==> src/rtl/seq_pkg.sv <==
package seq_pkg;

    typedef enum logic [3:0] {
        OP_NOP  = 4'd0,
        OP_JMP  = 4'd1,
        OP_JMPI = 4'd2,
        OP_JMPR = 4'd3,
        OP_JSR  = 4'd4,
        OP_JSRI = 4'd5,
        OP_JSRR = 4'd6,
        OP_RTS  = 4'd7,
        OP_RTI  = 4'd8,
        OP_BRA  = 4'd9,
        OP_BRAR = 4'd10,
        OP_HALT = 4'd11,
        OP_EI   = 4'd12,
        OP_DI   = 4'd13,
        OP_RS14 = 4'd14,
        OP_RS15 = 4'd15
    } op_e;

    typedef enum logic [1:0] {
        ST_RUN  = 2'd0,
        ST_IMM  = 2'd1,
        ST_SLOT = 2'd2,
        ST_HALT = 2'd3
    } state_e;

endpackage

==> src/rtl/seq_target.sv <==
module seq_target
    import seq_pkg::*;
#(
    parameter int PC_W    = 16,
    parameter int LONG_W  = 12,
    parameter int SHORT_W = 8
) (
    input  op_e               op_i,
    input  logic [PC_W-1:0]   pc_i,
    input  logic [PC_W-1:0]   reg_i,
    input  logic [PC_W-1:0]   stk_i,
    input  logic [LONG_W-1:0] off_i,
    output logic [PC_W-1:0]   tgt_o
);
    localparam int LONG_PAD  = PC_W - LONG_W;
    localparam int SHORT_PAD = PC_W - SHORT_W;

    logic [PC_W-1:0] slot_addr;
    logic [PC_W-1:0] long_ext;
    logic [PC_W-1:0] short_ext;

    assign slot_addr = pc_i + {{(PC_W-1){1'b0}}, 1'b1};
    assign long_ext  = {{LONG_PAD{off_i[LONG_W-1]}}, off_i};
    assign short_ext = {{SHORT_PAD{off_i[SHORT_W-1]}}, off_i[SHORT_W-1:0]};

    always_comb begin
        case (op_i)
            OP_JMPR, OP_JSRR: tgt_o = slot_addr + long_ext;
            OP_BRAR:          tgt_o = slot_addr + short_ext;
            OP_RTS, OP_RTI:   tgt_o = stk_i;
            default:          tgt_o = reg_i;
        endcase
    end
endmodule

==> src/rtl/seq_irq_ctl.sv <==
module seq_irq_ctl (
    input  logic clk,
    input  logic rst_n,
    input  logic take_i,
    input  logic set_en_i,
    input  logic clr_en_i,
    input  logic leave_shadow_i,
    output logic irq_en_o,
    output logic shadow_o
);
    always_ff @(posedge clk or negedge rst_n) begin
        if (!rst_n) begin
            irq_en_o <= 1'b0;
            shadow_o <= 1'b0;
        end else if (take_i) begin
            irq_en_o <= 1'b0;
            shadow_o <= 1'b1;
        end else begin
            if (set_en_i)       irq_en_o <= 1'b1;
            else if (clr_en_i)  irq_en_o <= 1'b0;
            if (leave_shadow_i) shadow_o <= 1'b0;
        end
    end
endmodule

==> src/rtl/seq_pcu.sv <==
module seq_pcu
    import seq_pkg::*;
#(
    parameter int              PC_W    = 16,
    parameter int              LONG_W  = 12,
    parameter int              SHORT_W = 8,
    parameter logic [PC_W-1:0] IRQ_VEC = 16'h0004
) (
    input  logic              clk,
    input  logic              rst_n,
    input  logic [3:0]        op_i,
    input  logic [LONG_W-1:0] offset_i,
    input  logic              cond_i,
    input  logic [PC_W-1:0]   reg_i,
    input  logic [PC_W-1:0]   prog_data_i,
    input  logic [PC_W-1:0]   stk_rdata_i,
    input  logic              irq_i,
    input  logic              wake_i,
    output logic [PC_W-1:0]   fetch_addr_o,
    output logic              exec_o,
    output logic              stk_push_o,
    output logic              stk_pop_o,
    output logic [PC_W-1:0]   stk_wdata_o,
    output logic              irq_en_o,
    output logic              shadow_o
);
    localparam logic [PC_W-1:0] STEP1 = PC_W'(1);
    localparam logic [PC_W-1:0] STEP2 = PC_W'(2);

    state_e          state_q, state_d;
    logic [PC_W-1:0] pc_q, pc_d;
    logic [PC_W-1:0] tgt_q, tgt_d;
    logic            call_q, call_d;
    logic [PC_W-1:0] tgt_calc;
    logic            irq_take;
    logic            set_en, clr_en, leave_shadow;
    op_e             op;

    assign op = op_e'(op_i);

    seq_target #(.PC_W(PC_W), .LONG_W(LONG_W), .SHORT_W(SHORT_W)) u_target (
        .op_i  (op),
        .pc_i  (pc_q),
        .reg_i (reg_i),
        .stk_i (stk_rdata_i),
        .off_i (offset_i),
        .tgt_o (tgt_calc)
    );

    seq_irq_ctl u_irq (
        .clk            (clk),
        .rst_n          (rst_n),
        .take_i         (irq_take),
        .set_en_i       (set_en),
        .clr_en_i       (clr_en),
        .leave_shadow_i (leave_shadow),
        .irq_en_o       (irq_en_o),
        .shadow_o       (shadow_o)
    );

    assign irq_take = irq_i && irq_en_o && (state_q == ST_RUN || state_q == ST_HALT);
    assign fetch_addr_o = pc_q;

    // state register
    always_ff @(posedge clk or negedge rst_n) begin
        if (!rst_n) begin
            state_q <= ST_RUN;
            pc_q    <= '0;
            tgt_q   <= '0;
            call_q  <= 1'b0;
        end else begin
            state_q <= state_d;
            pc_q    <= pc_d;
            tgt_q   <= tgt_d;
            call_q  <= call_d;
        end
    end

    // next state and outputs
    always_comb begin
        state_d      = state_q;
        pc_d         = pc_q;
        tgt_d        = tgt_q;
        call_d       = call_q;
        exec_o       = 1'b0;
        stk_push_o   = 1'b0;
        stk_pop_o    = 1'b0;
        stk_wdata_o  = pc_q + STEP2;
        set_en       = 1'b0;
        clr_en       = 1'b0;
        leave_shadow = 1'b0;
        unique case (state_q)
            ST_RUN: begin
                if (irq_take) begin
                    stk_push_o  = 1'b1;
                    stk_wdata_o = pc_q;
                    pc_d        = IRQ_VEC;
                end else begin
                    exec_o = 1'b1;
                    pc_d   = pc_q + STEP1;
                    tgt_d  = tgt_calc;
                    case (op)
                        OP_JMP, OP_JMPR: state_d = ST_SLOT;
                        OP_JSR, OP_JSRR: begin
                            stk_push_o = 1'b1;
                            state_d    = ST_SLOT;
                        end
                        OP_JMPI: begin
                            call_d  = 1'b0;
                            state_d = ST_IMM;
                        end
                        OP_JSRI: begin
                            call_d  = 1'b1;
                            state_d = ST_IMM;
                        end
                        OP_RTS: begin
                            stk_pop_o = 1'b1;
                            state_d   = ST_SLOT;
                        end
                        OP_RTI: begin
                            stk_pop_o    = 1'b1;
                            leave_shadow = 1'b1;
                            state_d      = ST_SLOT;
                        end
                        OP_BRA, OP_BRAR: if (cond_i) state_d = ST_SLOT;
                        OP_HALT: state_d = ST_HALT;
                        OP_EI:   set_en = 1'b1;
                        OP_DI:   clr_en = 1'b1;
                        default: ;
                    endcase
                end
            end
            ST_IMM: begin
                pc_d       = pc_q + STEP1;
                tgt_d      = prog_data_i;
                stk_push_o = call_q;
                state_d    = ST_SLOT;
            end
            ST_SLOT: begin
                exec_o  = 1'b1;
                pc_d    = tgt_q;
                state_d = ST_RUN;
                if (op == OP_EI) set_en = 1'b1;
                if (op == OP_DI) clr_en = 1'b1;
            end
            ST_HALT: begin
                if (irq_take) begin
                    stk_push_o  = 1'b1;
                    stk_wdata_o = pc_q;
                    pc_d        = IRQ_VEC;
                    state_d     = ST_RUN;
                end else if (wake_i) begin
                    state_d = ST_RUN;
                end
            end
        endcase
    end
endmodule

==> config.mk <==
export PLATFORM = sky130hd
export DESIGN_NAME = seq_pcu
export DESIGN_NICKNAME = d
export VERILOG_FILES = /design/src/rtl/seq_pkg.sv /design/src/rtl/seq_target.sv /design/src/rtl/seq_irq_ctl.sv /design/src/rtl/seq_pcu.sv
export SDC_FILE = /design/constraint.sdc
export NUM_CORES = 1
export LEC_CHECK = 0
export BUFFER_PORTS_ARGS = -buffer_cell sky130_fd_sc_hd__buf_4
export CAP_MARGIN = 20
export CORE_ASPECT_RATIO = 0.5
export CORE_MARGIN = 10
export CORE_UTILIZATION = 35
export CTS_CLUSTER_SIZE = 28
export DETAILED_ROUTE_END_ITERATION = 10
export PLACE_DENSITY = 0.67
export SLEW_MARGIN = 20
export SYNTH_ARGS = -nofsm -noshare
export SYNTH_HDL_FRONTEND = slang
export SYNTH_HIERARCHICAL = 1
export SYNTH_SLANG_ARGS = --single-unit
==> constraint.sdc <==
create_clock -name clk -period 6.4 [get_ports clk]
set_clock_uncertainty 0.05 [all_clocks]
set_input_delay 0.96 -clock clk [delete_from_list [all_inputs] [get_ports clk]]
set_output_delay 0.96 -clock clk [all_outputs]
set_load 0.1 [all_outputs]
# Word-level counts from Yosys, hierarchy flattened
# Index checks and enable logic that the tools add are counted.
classes:
  n_bitwise: 1
  mux: 38
  eq_ne: 21
  reduce_logical: 18
  add_sub_neg: 4
op_table:
  columns: ["operator", "count"]
  rows:
  - ["$mux W16", 5]
  - ["$pmux W16 S4", 1]
  - ["$pmux W16 S3", 1]
  - ["$add A16 B16 Y16", 2]
  - ["$pmux W16 S2", 1]
  - ["$eq A4 B4 Y1 const B", 6]
  - ["$mux W1", 19]
  - ["$add A16 B1 Y16 const B", 1]
  - ["$add A16 B2 Y16 const B", 1]
  - ["$eq A4 B3 Y1 const B", 4]
  - ["$pmux W2 S4", 2]
  - ["$reduce_or A2 Y1", 6]
  - ["$eq A4 B2 Y1 const B", 2]
  - ["$mux W2", 4]
  - ["$pmux W1 S2", 4]
  - ["$ne A3 B3 Y1 const B", 2]
  - ["$reduce_bool A2 Y1", 3]
  - ["$reduce_or A6 Y1", 1]
  - ["$ne A5 B3 Y1 const B", 1]
  - ["$eq A2 B2 Y1 const B", 2]
  - ["$eq A4 B1 Y1 const B", 1]
  - ["$ne A2 B2 Y1 const B", 2]
  - ["$reduce_and A4 Y1", 1]
  - ["$pmux W1 S3", 1]
  - ["8 further kinds", 9]
word_totals:
  inputBits: 69
  ff_bits: 37
  out_inout_bits: 37
  wordCells: 88

# Depth between registers and ports, before layout
# Gate-level depths: netlist of run 1.
depth:
  ltp_word: 8
  ltp_mapped: 15
  mapped_depth_nobuf: 15

# Hierarchy
# Netlist of run 1, hierarchy kept.
by_module_without_submodules:
  columns: ["mod", "n_inst", "area_each_um2", "seq_area_each_um2", "cells_each"]
  rows:
  - ["seq_pcu", 1, 2451.1, 875.8, 289]
  - ["seq_target", 1, 1363.8, 0.0, 183]
  - ["seq_irq_ctl", 1, 80.1, 50.0, 7]

# Least setup slack after synthesis of run 1
# OpenSTA, ideal clock, no wires.
synth_timing:
  path_kind: "register to output"
  from: "reg pc_q[3], in the netlist fetch_addr_o[3]"
  to: "out stk_wdata_o[12]"
  setup_slack_ns: 1.822
  arrival_time_ns: 3.568
  stages_incl_launch_ff: 7
  t_required_ns: 5.390
  path_buffers: 2
  cell_sequence: "dfrtp_1 > buf_2 > nand3_1 > buf_2 > nor4_2 > nand3_1 > xnor2_1"
synth_via:
  elab_chain_cells: 3
synth_lines:
  columns: ["item", "line_no", "rtl"]
  rows:
  - ["from (decl)", "seq_pcu.sv:31", "logic [PC_W-1:0] pc_q, pc_d;"]
  - ["from (signal assigned)", "seq_pcu.sv:73", "pc_q <= pc_d;"]
  - ["$add A16 B2 Y16 *", "seq_pcu.sv:88", "stk_wdata_o = pc_q + STEP2;"]
  - ["$mux W16", "seq_pcu.sv:94, seq_pcu.sv:147", null]
  - ["$mux W16 *", null, null]
  - ["to (decl)", "seq_pcu.sv:23", "output logic [PC_W-1:0] stk_wdata_o,"]
# Every way passes the cells marked *; elsewhere a longest branch is shown, timed or not.

# Worst setup path in the final report of run 1
layout_timing:
  from: "in irq_i"
  to: "out stk_wdata_o[14]"
layout_via:
  elab_chain_cells: 4
layout_lines:
  columns: ["item", "line_no", "rtl"]
  rows:
  - ["from (decl)", "seq_pcu.sv:17", "input logic irq_i,"]
  - ["$logic_and A1 B1 Y1 (2 in a row)", "seq_pcu.sv:61", "assign irq_take = irq_i && irq_en_o && (state_q == ST_RUN || state_q == ST_HALT);"]
  - ["named net irq_take", "seq_pcu.sv:35", "logic irq_take;"]
  - ["$mux W16", "seq_pcu.sv:94, seq_pcu.sv:147", null]
  - ["$mux W16", null, null]
# The timed path passes the listed nets, and every way through them passes these cells.

==> metrics.md, run 1 <==
| Metric | Value |
|---|---|
| Slew @ Worst Pin | a little over 800 ps |
| IO Port Bufs | 105 |
| Post-synthesis sequential area ratio | 0.238 |
| Setup crit start | irq_i |
| CP arrival | 2800 ps |
| RSZ-0062 raised after global routing | false |
| Area growth, synth to finish | 26.1% |
| R2r startpoint | fetch_addr_o[0]$_DFFE_PN0P_ |
| DRC Markers | 0 |
| Worst-case hold path end point | tgt_q[12]$_DFFE_PN0P_ |
| Proportion of layout cells with a drive suffix above 1 | 0.241 |
| Post-CTS Setup Inserts | 0 |
| Met2 Wirelength | ~6.0 mm |
| WL met3 | approximately 710 microns |
| Post-DP HPWL | a little under 10 mm |
| Top Layer Used | met4 |
| CP top delay family | simple AND/OR/NAND/NOR gates |
| WHS Path Cells | 2 |
| Most frequent cell after synthesis | nand2_1 |
| Final setup vio count | 0 |
| WL met1 | between 5 and 6 mm |
| CTS tree | done |
| Synth cell types | 71 |
| Slowest CP cell | or3_1 |
| CTS max path bufs | 2 |
| # fillers | approximately 1100 |
| Antenna Cells | 0 |
| Max Clock Freq | between 0.2 and 0.3 GHz |
| Initial antenna violation count | 0 |
| Worst EP required | around 5400 ps |
| Worst Hold Launch | tgt_q[12]$_DFFE_PN0P_ |
| Avg Inst Size Synth | about 8.1 sq um |
| Number of DRC markers in iteration 0 | about 360 |
| Antenna viol nets, final | 0 |
| Root Buffer | clkbuf_16 |
| FF/Latch Area | slightly above 900 sq um |
| Total grt overflow | 0 |
| Synth Cell Area | approximately 0.0039 sq mm |
| Crit path top cell by count | buf_4 |
| Predominant post-synthesis flop cell | dfrtp_1 |
| Initial Util | 0.356 |
| CTS Buf Count | 5 |
| Yosys reg bits | 37 |
| First-pass GRT wire length | around 20 mm |
| Total negative slack | 0 ps |
| Final GP Congestion | about 0.86 |
| Final hold violations | 0 |
| Synth Net Count | 573 |
| Clock latency on the worst-skew pair | 280 ps |
| Syn Inst Count | around 480 |
| Ys Warns | 6 |
| Rel. slew slack | 0.460 |
| Synth top area share | 0.238 |
| Reg2reg end | tgt_q[13]$_DFFE_PN0P_ |
| Design Area, Final | between 0.004 and 0.005 sq mm |
| Cell taking the most area after synthesis | dfrtp_1 |
| Commonest cells post-synth | 53 x nand2_1, 37 x dfrtp_1, 30 x o21ai_0, 24 x ha_1, 24 x nor2_1 |
| Post-synth EDFFs | 0 |
| Die Area | 0.0160 sq mm |
| Die width | roughly 170 microns |
| Final Worst Setup Slack | around 2600 ps |
| Async SR Flop Fraction | 1.00 |
| Wire per inst | about 18 microns |
| DRT Pass-1 Iters | 5 |
| Setup WS pre-CTS | 2590 ps |
| Slew Limit Fails | 0 |
| Fin crit share | 0.595 |
| Hold Path Class | flop to flop |
| Nets | ~660 |
| CTS sink cnt | 37 |
| Die height | between 90 and 100 microns |
| Multi-input gate area | between 0.002 and 0.003 sq mm |
| Vias in the first global route | between 3000 and 4000 |
| CP max stage delay | 460 ps |
| Reg2reg path depth | 13 |
| Max FO, Critical Path | 11 |
| Ports | ~110 |
| Synth top area cells | dfrtp_1 24%, ha_1 7.7%, xnor2_1 5.2% |
| Clock transition at path regs | approximately 50 ps |
| Final Core Density | 0.449 |
| Crit end category | output pin |
| Critical path class | primary input to output pin |
| Critical Path Source Type | primary input |
| Cell area after placement | 0.00474 sq mm |
| Status | complete, no violations |
| Tmin final | 3810 ps |
| CTS resizes | 0 |
| H-Tree Depth | 2 |
| Final WL | between 10 and 15 mm |
| CP Cell Sequence | buf_4, nand3b_1, inv_2, or3_1, nor3_1, xor2_1, buf_4 |
| Via density | roughly 5.5 |
| Worst path buffer plus inverter count | 3 |
| GRT Util Overall | 0.151 |
| R2R setup slack | between 2000 and 3000 ps |
| MaxCap Viol Count | 0 |
| Largest net degree at the start of global routing | between 40 and 50 |
| Core area | approximately 0.011 sq mm |
| Hold buffers post-CTS | 0 |
| DR vias | approximately 3900 |
| Placement Rows | 27 |
-- layout make-up --
type	instances	share of cell area
repair buffers	109	0.167
clock buffers	6	0.0262
clock inverters	2	0.00789
flip-flops and latches	37	0.188
well taps	145	0.0369
multi-input cells	393	0.560
inverters	18	0.0138
-- placed cells by master, fill, tap and decap left out, types with 4 or more instances in the layout --
master / synthesis / final
buf_4: 4 / 109
nand2_1: 53 / 53
dfrtp_1: 37 / 37
o21ai_0: 30 / 30
nor2_1: 24 / 24
ha_1: 24 / 24
a21oi_1: 23 / 23
xnor2_1: 23 / 23
mux2i_1: 20 / 20
xor2_1: 18 / 18
inv_1: 15 / 15
nand3_1: 15 / 15
nor3_1: 15 / 15
a22oi_1: 14 / 14
o21ai_1: 13 / 13
nand4_1: 8 / 8
a21o_1: 8 / 8
o211ai_1: 7 / 7
a22o_1: 6 / 6
and3_1: 5 / 5
nor4_1: 5 / 5
o22ai_1: 5 / 5
clkbuf_16: 0 / 5
or3_1: 4 / 4
o21bai_1: 4 / 4
-- how the worst max path moves through the flow --
stage / to / slack (ps) / depth (start not counted)
final: stk_wdata_o[14] / 2590 / 7
after global routing: stk_wdata_o[14] / 2420 / 7
after CTS: stk_wdata_o[14] / 2590 / 7
after detailed placement: stk_wdata_o[14] / 2590 / 7
after global placement: stk_wdata_o[14] / 2650 / 7
after floorplan: stk_wdata_o[12] / 1820 / 6
-- metal layers --
layer | vias up | GRT usage
met4 | 0 | 0.0279
met3 | 9 | 0.0249
met2 | 94 | 0.251
li1 | 1955 | -
met1 | 1845 | 0.205
met5 | - | 0
-- flip-flops by register name, indices dropped and copies added (netlist names) --
register        flops
u_irq/irq_en_o      1
call_q              1
fetch_addr_o       16
tgt_q              16
state_q             2
u_irq/shadow_o      1
-- logic make-up after synthesis --
| logic type | after synthesis | share of synthesized area |
|---|---|---|
| compound gates | 152 | 0.276 |
| buf+inv | 49 | 0.0569 |
| xor+xnor | 41 | 0.0922 |
| simple gates | 154 | 0.200 |
| fa+ha+maj | 25 | 0.0822 |
| flops | 37 | 0.238 |
| mux | 21 | 0.0553 |
-- tightest hold or removal path: cells and delay by family, from the launching register on --
family          cells  cell delay (ps)
flops               1              340
compound gates      1               60
simple gates        1               50
-- metrics by stage --
stage / hold slack, ps / instances
finish: 433 / 710
detailed placement: 422 / 702
floorplan: 392 / 479
global route: 458 / 710
global placement: 415 / 702
CTS: 436 / 710
Power of run 1 is not shown: default switching activity piles up to over one toggle a cycle in this logic, so the estimate is an artifact.
==> run 2: changes to the inputs <==
- ABC_AREA: default -> 1
- PLACE_DENSITY: 0.67 -> 0.68
- clock period: 6.4 -> 3.25 ns (I/O delays scaled with it)
==> run 2 against run 1 <==
Net effect:
- flip-flop and latch count stayed put
- non-clock buffer count is 7 higher
- count of clock-buffer cells in the layout is 1 higher
- hold slack worse by 310 ps
- wire length is 20% higher
- worst setup slack worse by 2400 ps
- via count is 23% higher
- die area is 8.8% higher
==> metrics.md, run 2 <==
| Metric | Value |
|---|---|
| Status | complete, no violations |
| Synth Cell Area | ~0.0043 sq mm |
| Crit end category | output pin |
| Reg2reg end | tgt_q[13]$_DFFE_PN0P_ |
| Commonest cells post-synth | 208 x nand2_1, 87 x inv_1, 83 x nor2_1, 50 x nand3_1, 37 x dfrtp_1 |
| Post-Synth Adder-Cell Area | 0.0744 |
| Final setup vio count | 0 |
| Internal | about 0.0021 W |
| Most common cell after layout, fill and taps aside | nand2_1 |
| R2R setup slack | 280 ps |
| Critical Path Source Type | flop |
| Antenna Cells | 0 |
| CTS Buf Count | 5 |
| GRT Util Overall | 0.171 |
| Final Core Density | 0.463 |
| Antenna viol nets, final | 0 |
| Pwr dens | 1020 mW/mm^2 |
| Vias in the first global route | around 4500 |
| GR met1 Demand/Resource | 0.237 |
| R2r startpoint | fetch_addr_o[1]$_DFFE_PN0P_ |
| Slew @ Worst Pin | about 840 ps |
| Max FO, Critical Path | 6 |
| Predominant post-synthesis flop cell | dfrtp_1 |
| Core area | around 0.012 sq mm |
| Design Area, Final | roughly 0.0055 sq mm |
| H-Tree Depth | 2 |
| Synth Net Count | just under 800 |
| Die height | between 90 and 100 microns |
| MaxCap Viol Count | 0 |
| Worst EP required | between 2000 and 3000 ps |
| CTS max path bufs | 2 |
| Synth top area share | 0.215 |
| Leak pwr | roughly 2.9 nW |
| Yosys reg bits | 37 |
| Clock transition at path regs | 60 ps |
| DRC Markers | 0 |
| CP arrival | roughly 2500 ps |
| CTS sink cnt | 37 |
| Compound-cell area share of the yosys netlist | 0.149 |
| Die width | 177 microns |
| Total grt overflow | 0 |
| Post-synth EDFFs | 0 |
| Mux share of post-synthesis cell area | 0 |
| Comb pwr share | 0.745 |
| Reg2reg path depth | 18 |
| Die Area | around 0.017 sq mm |
| Syn Inst Count | around 690 |
| Max Clock Freq | between 0.3 and 0.4 GHz |
| Slew Limit Fails | 0 |
| Number of DRC markers in iteration 0 | roughly 400 |
| Grt peak-use layer | met2 |
| Ports | roughly 110 |
| Post-DP HPWL | 12.3 mm |
| # fillers | around 1200 |
| IO Port Bufs | around 110 |
| Post-synthesis sequential area ratio | 0.215 |
| Clock latency on the worst-skew pair | ~290 ps |
| Post-Synth XOR/XNOR Area | 0.0570 |
| Hold Path Class | primary input to asynchronous set/reset pin |
| Routing usage on met2 | 0.277 |
| Commonest cells after routing, fill and taps aside | 208 x nand2_1, 116 x buf_4, 87 x inv_1, 82 x nor2_1, 50 x nand3_1 |
| Proportion of layout cells with a drive suffix above 1 | 0.234 |
| Ys Warns | 6 |
| Wire per inst | roughly 16 microns |
| First-pass GRT wire length | around 24 mm |
| Hold buffers post-CTS | 0 |
| Peak supply drop | between 0.5 and 0.6 mV |
| Initial Util | 0.361 |
| GR Layer Usage met3 | 0.0267 |
| Most frequent cell after synthesis | nand2_1 |
| Rel. slew slack | 0.441 |
| Critical path class | flop to output pin |
| Clk pwr share | 0.088 |
| Total negative slack | 0 ps |
| DRT Pass-1 Iters | 5 |
| Avg Inst Size Synth | approximately 6.2 sq um |
| Largest family of logic cells by synthesized area | simple AND/OR/NAND/NOR gates |
| Cell area after placement | 0.00537 sq mm |
| DR vias | between 4000 and 5000 |
| Initial antenna violation count | 0 |
| Largest net degree at the start of global routing | 38 |
| Switching share of power | 0.629 |
| RSZ-0062 raised after global routing | false |
| Sequential power share | 0.167 |
| Fin crit share | 0.947 |
| Psw | 0.00353 W |
| Post-synthesis simple-gate area fraction | 0.397 |
| Final GP Congestion | approximately 0.87 |
| CTS tree | done |
| Placement Rows | 28 |
| Synth cell types | 43 |
| Area growth, synth to finish | 28.2% |
| Final hold violations | 0 |
| Cell taking the most area after synthesis | dfrtp_1 |
| Async SR Flop Fraction | 1.00 |
| Root Buffer | clkbuf_16 |
| Via density | between 4 and 5 |
| Nets | ~890 |
| Final WL | 15.1 mm |
| Synth top area cells | dfrtp_1 22%, nand2_1 18%, inv_1 7.6% |
| Tmin final | around 3100 ps |
==> run 2: cell count changes after synthesis, sizes merged, moves of 9 or more <==
cell / change
nor2: +67
a31oi: +18
nand3: +37
nor3: -9
clkbuf: -11
o21ai: -13
inv: +75
xnor2: -17
nand2: +173
mux2i: -20
==> run 2: repair_timing <==
item | CTS | global route
resized for setup | 0 | 2
setup buffers | 0 | 1
setup endpoints to repair | 0 | 2
==> run 2: kinds of logic (layout without fill, tap and decap cells) <==
family,Yosys count,after routing
and+or+nand+nor,388,388
buffers and inverters,110,218
AOI/OAI and AO/OA,103,103
DFF,37,37
xor gates and xnor gates,28,28
adders and majority gates,25,25
==> run 2: metrics by stage <==
step / hold WS, ps / std cells / setup WS [ps] / power (W)
final: 120 / 964 / 173 / 0.00561
after global routing: 167 / 964 / 19.7 / 0.00603
after CTS: 142 / 963 / 172 / 0.00561
after detailed placement: 445 / 955 / 297 / 0.00510
after global placement: 443 / 955 / 349 / 0.00508
after floorplan: 142 / 691 / -216 / 0.00417
==> run 2: how the worst max path moves through the flow <==
stage	startpoint	to	slack, ps
4_1_cts	state_q[0]$_DFFE_PN0P_	stk_wdata_o[11]	170
2_1_floorplan	u_irq/irq_en_o$_DFFE_PN0P_	stk_wdata_o[7]	-220
3_3_place_gp	op_i[2]	tgt_q[13]$_DFFE_PN0P_	350
3_5_place_dp	fetch_addr_o[1]$_DFFE_PN0P_	tgt_q[15]$_DFFE_PN0P_	300
5_1_grt	state_q[0]$_DFFE_PN0P_	stk_wdata_o[11]	20
6_report	state_q[0]$_DFFE_PN0P_	stk_wdata_o[11]	170
==> run 2: layer usage <==
| layer | vias up | share of wire |
|---|---|---|
| li1 | 2421 | - |
| met3 | 11 | 0.052 |
| met1 | 2231 | 0.47 |
| met5 | - | 0 |
| met2 | 125 | 0.47 |
| met4 | 0 | 0.0091 |
==> run 2: power by group through the flow <==
stage               clock (W)  combinational [W]  sequential (W)
floorplan                   0            0.00263         0.00154
global placement            0            0.00414        0.000937
detailed placement          0            0.00416        0.000945
CTS                  0.000498            0.00417        0.000938
global route         0.000521            0.00454        0.000973
finish               0.000493            0.00418        0.000935
==> run 2: area by class of cell <==
class                      instances  area (sq um)  area share
multi-input combinational        544          3020       0.547
sequential                        37           932       0.169
timing repair buffer             116           871       0.158
inverter                          94           353      0.0639
tap                              165           206      0.0374
clock buffer                       7           133      0.0240
clock inverter                     1          5.00    0.000907
==> run 2: critical path, stage by stage, from the launching register on <==
cell and delay (ps):
dfrtp_1 400, inv_1 80, ha_1 340, inv_1 80, nand2_4 110, nand2_2 110
nor2_2 190, nand2_1 170, nor2_1 300, xor2_4 160, buf_4 300
Note: power is estimated with default switching activity, not from simulation.
